File: config.mk
export PLATFORM = sky130hd
export DESIGN_NAME = keypad_encoder
export DESIGN_NICKNAME = d
export VERILOG_FILES = /design/src/rtl/kpe_pkg.sv /design/src/rtl/kpe_col_drive.sv /design/src/rtl/kpe_row_pick.sv /design/src/rtl/keypad_encoder.sv
export SDC_FILE = /design/constraint.sdc
export NUM_CORES = 1
export LEC_CHECK = 0
export ABC_AREA = 1
export ABC_CLOCK_PERIOD_IN_PS = 2500
export CAP_MARGIN = 20
export CORE_MARGIN = 1.5
export CORE_UTILIZATION = 35
export CTS_CLUSTER_DIAMETER = 50
export CTS_CLUSTER_SIZE = 16
export DETAILED_ROUTE_END_ITERATION = 8
export REMOVE_ABC_BUFFERS = 1
export SYNTH_ARGS = -nofsm -noshare
export SYNTH_HDL_FRONTEND = slang
export SYNTH_SLANG_ARGS = --single-unit
File: constraint.sdc
create_clock -name clk -period 2.5 [get_ports clk]
set_input_delay 0.5 -clock clk [delete_from_list [all_inputs] [get_ports clk]]
set_output_delay 0.5 -clock clk [all_outputs]
set_load 0.05 [all_outputs]
File: src/rtl/kpe_pkg.sv
package kpe_pkg;

    typedef enum logic [1:0] {
        ST_SCAN   = 2'd0,
        ST_SETTLE = 2'd1,
        ST_HOLD   = 2'd2
    } kpe_state_e;

    // Row 0..3: code = 4*row + col, bit 4 clear. Row 4: bit 4 set, column in bits 1:0.
    function automatic logic [4:0] kpe_encode(input logic [2:0] row, input logic [1:0] col);
        if (row == 3'd4) return {1'b1, 2'b00, col};
        return {1'b0, row[1:0], col};
    endfunction

endpackage

File: src/rtl/kpe_col_drive.sv
module kpe_col_drive #(
    parameter int NUM_COLS = 4,
    localparam int COL_W = $clog2(NUM_COLS)
) (
    input  logic [COL_W-1:0]    col,
    output logic [NUM_COLS-1:0] col_n
);
    for (genvar g = 0; g < NUM_COLS; g++) begin : g_col
        assign col_n[g] = (col != COL_W'(g));
    end
endmodule

File: src/rtl/kpe_row_pick.sv
module kpe_row_pick #(
    parameter int NUM_ROWS = 5
) (
    input  logic [NUM_ROWS-1:0] row_n,
    output logic                any_low,
    output logic [2:0]          low_idx
);
    always_comb begin
        low_idx = 3'd0;
        for (int i = NUM_ROWS - 1; i >= 0; i--) begin
            if (!row_n[i]) low_idx = 3'(i);
        end
        any_low = ~&row_n;
    end
endmodule

File: src/rtl/keypad_encoder.sv
module keypad_encoder #(
    parameter int NUM_ROWS        = 5,
    parameter int DEBOUNCE_CYCLES = 8
) (
    input  logic                clk,
    input  logic                rst_n,
    input  logic [NUM_ROWS-1:0] row_n,
    input  logic                oe,
    input  logic                db_bypass,
    output logic [3:0]          col_n,
    output logic [4:0]          code,
    output logic                code_vld,
    output logic                avail
);
    import kpe_pkg::*;

    localparam int NUM_COLS = 4;
    localparam int COL_W    = $clog2(NUM_COLS);
    localparam int CNT_W    = $clog2(DEBOUNCE_CYCLES + 1);
    localparam logic [CNT_W-1:0] CNT_LAST = CNT_W'(DEBOUNCE_CYCLES - 1);

    typedef struct packed {
        kpe_state_e       st;
        logic [COL_W-1:0] col;
        logic [2:0]       row;
        logic [CNT_W-1:0] cnt;
        logic [4:0]       code;
        logic             avail;
    } regs_t;

    regs_t r_q, r_d;

    logic       any_low;
    logic [2:0] low_idx;
    logic [7:0] row_low_ext;
    logic       row_held;

    kpe_row_pick #(.NUM_ROWS(NUM_ROWS)) u_pick (
        .row_n   (row_n),
        .any_low (any_low),
        .low_idx (low_idx)
    );

    kpe_col_drive #(.NUM_COLS(NUM_COLS)) u_drive (
        .col   (r_q.col),
        .col_n (col_n)
    );

    assign row_low_ext = 8'(~row_n);
    assign row_held    = row_low_ext[r_q.row];

    always_comb begin
        r_d = r_q;
        case (r_q.st)
            ST_SCAN: begin
                if (any_low) begin
                    r_d.row = low_idx;
                    r_d.cnt = '0;
                    if (db_bypass) begin
                        r_d.st    = ST_HOLD;
                        r_d.code  = kpe_encode(low_idx, r_q.col);
                        r_d.avail = 1'b1;
                    end else begin
                        r_d.st = ST_SETTLE;
                    end
                end else begin
                    r_d.col = r_q.col + COL_W'(1);
                end
            end
            ST_SETTLE: begin
                if (!row_held) begin
                    r_d.st = ST_SCAN;
                end else if (r_q.cnt == CNT_LAST || db_bypass) begin
                    r_d.st    = ST_HOLD;
                    r_d.code  = kpe_encode(r_q.row, r_q.col);
                    r_d.avail = 1'b1;
                end else begin
                    r_d.cnt = r_q.cnt + CNT_W'(1);
                end
            end
            ST_HOLD: begin
                if (!row_held) begin
                    r_d.st    = ST_SCAN;
                    r_d.avail = 1'b0;
                end
            end
            default: r_d.st = ST_SCAN;
        endcase
    end

    always_ff @(posedge clk or negedge rst_n) begin
        if (!rst_n) begin
            r_q <= '{st: ST_SCAN, col: '0, row: '0, cnt: '0, code: '0, avail: 1'b0};
        end else begin
            r_q <= r_d;
        end
    end

    assign avail    = r_q.avail;
    assign code_vld = oe;
    assign code     = oe ? r_q.code : 5'd0;

endmodule

==> metrics.txt <==
Rel. slew slack=47.8%; Synthesis Warnings=0; Multi-input gate area=529 um^2; synthesized area=0.00104 mm^2; Placed Instances=182; commonest non-fill, non-tap cells in the layout=39 x nand2_1, 19 x inv_1, 17 x dfrtp_1, 13 x clkdlybuf4s50_1, 8 x nand2_2; Final min period=2.32 ns; critical-path cell list=inv_1 -> ha_1 -> inv_1 -> clkdlybuf4s50_1; hold endpoint=r_q[5]; period utilization=92.7%; Synth cell types=24; hold_sp=r_q[5]; post-route clock skew=0.00854 ns; DP Wirelength=1570 um; total track usage=13.4%; H-tree depth=1; Setup Fix Bufs, Post-CTS=0; Pre-antenna DRT Iters=8; largest net degree at the start of global routing=18; initial antenna violation count=0; Worst Max-Slew Pin Slew=0.781 ns; first-pass GRT wire length=3470 um; WL final=1910 um; RSZ-0062 raised after global routing=no; Clock Path Buffers=2; CP startpoint kind=register; R2R depth=6; I/O Buffers=19; Antenna diodes=0; CORE AREA=0.00281 mm^2; vias in the first global route=866; Post-CTS Hold Buffers=0; Overall Power=1.46 mW; flop-to-flop setup slack=1.02 ns; WP data arrival=1.82 ns; Fmax achieved=431 MHz; cts bufs inserted=3; vias per cell=4.65; Hold Path Class=register to register; Reg area=425 um^2; FP Rows=19; CP peak stage delay=0.79 ns; setup violators final=0; DP Area=0.00133 mm^2; FILL cells=282; Synth area leader=dfrtp_1; CTS tree=built; Die X-Extent=57.6 um; Final Cell Area=0.00135 mm^2; Max FO, Critical Path=4; iteration-0 DRC count of the detailed router=23; Hold Crit Depth=2; Crit path top cell by count=inv_1; Syn-to-layout area delta=29.5%; Place WS=0.490 ns; WHS=0.494 ns; Seq/Total Area, Yosys=40.7%; clock sinks=17; status=complete, but fails checks; wire per inst=10.3 um; initial core utilization=37.2%; Resized cells post-CTS=0; commonest non-fill, non-tap cell in the layout=nand2_1; worst path required time=2.00 ns; Pwr Density=1080 mW/mm^2; grt ovf=0; global placer's final weighted congestion=0.749; Yosys top cell area share=40.7%; Avg Synthesized Cell Area=7.86 um^2; CP Class=register to output port; die area=0.00332 mm^2; Synth Register Bits=17; RR Startpoint=r_q[6]; post-layout util=48.2%; CTS Root Buffer Type=clkbuf_4; violated checks=DRC; Clock Pin Slew Worst Setup and Hold Paths=0.10 ns; Post-Syn Instances=133; DRC=3; Antenna Nets Post-Route=0; top cells by area, synth=dfrtp_1 41%, nand2_1 14%, inv_1 6.8%; Finished Layout Cells=186; nets=170; Fin. Hold Viols=0; setup_tns=0 ns; VDD IR max=0.416 mV; vias=865; slowest stage cell, crit path=clkdlybuf4s50_1; Clock Latency Late Sink=0.30 ns; io pins=20; share of cells above drive strength 1=20.0%; Final WS setup=0.182 ns; RR Endpoint=r_q[7]; max-slew violations=0; Max-cap violations=0; Lkg Pwr=0.691 nW; CP Capture Type=output port; die span in y=57.6 um
synthesized netlist by cell type:
| master | n |
|---|---|
| nand3_2 | 3 |
| nand2_1 | 39 |
| a21oi_1 | 2 |
| inv_2 | 3 |
| or2_4 | 1 |
| nand3_4 | 1 |
| o21ai_0 | 6 |
| or2_1 | 1 |
| nor2_4 | 1 |
| xor2_1 | 2 |
| nand4_1 | 2 |
| nand2_4 | 1 |
| o21ai_1 | 5 |
| o21bai_1 | 1 |
| a21boi_0 | 1 |
| ha_1 | 5 |
| buf_4 | 1 |
| inv_1 | 19 |
| or2_2 | 2 |
| o21ai_2 | 2 |
| nand2_2 | 8 |
| dfrtp_1 | 17 |
| nor2_1 | 4 |
| nand3_1 | 6 |
power by group:
part,total (mW),internal [mW],switching [mW]
clock,0.150,0.0622,0.0874
sequential,0.440,0.371,0.0690
combinational,0.868,0.310,0.559
total,1.46,0.743,0.715
per-layer routing:
metal  part of all wire (%)  up-vias  wire, um  GRT usage [%]
met2                     48       17       911           23.9
met3                    3.9        3        74           2.68
li1                       -      456         -              -
met1                     47      389       903           15.8
met4                    1.2        0        23           4.98
met5                      0        -         0              0
critical path, delay by kind of cell (launching register included):
kind	cells	cell delay, ns
flops	1	0.38
fa+ha+maj	1	0.21
buf+inv	3	0.94
logic make-up after synthesis:
kind of cell	after synthesis	share of synthesized area, %
AOI/OAI and AO/OA	17	9.34
xor gates and xnor gates	2	1.68
DFF	17	40.7
buffers and inverters	23	8.62
adders and majority gates	5	5.99
and+or+nand+nor	69	33.7
how the worst max path moves through the flow:
stage | slack (ns) | endpoint | cells after the start | startpoint
5_1_grt | 0.1 | col_n[2] | 4 | r_q[13]
2_1_floorplan | 1.07 | col_n[0] | 3 | r_q[13]
3_5_place_dp | 0.49 | col_n[2] | 4 | r_q[13]
3_3_place_gp | 0.54 | col_n[0] | 4 | r_q[13]
4_1_cts | 0.16 | col_n[2] | 4 | r_q[13]
6_report | 0.18 | col_n[2] | 4 | r_q[13]
cell type report:
| cell class | count | share of cell area [%] |
|---|---|---|
| inverters | 22 | 6.11 |
| repair buffers | 19 | 18.5 |
| multi-input cells | 93 | 39.1 |
| clock buffers | 4 | 1.94 |
| flip-flops and latches | 17 | 31.5 |
| well taps | 31 | 2.87 |
flip-flops by register name, indices dropped and copies added, names as in the netlist:
signal and count:
r_q 16, avail 1
Power figures use the tool's default switching activity.
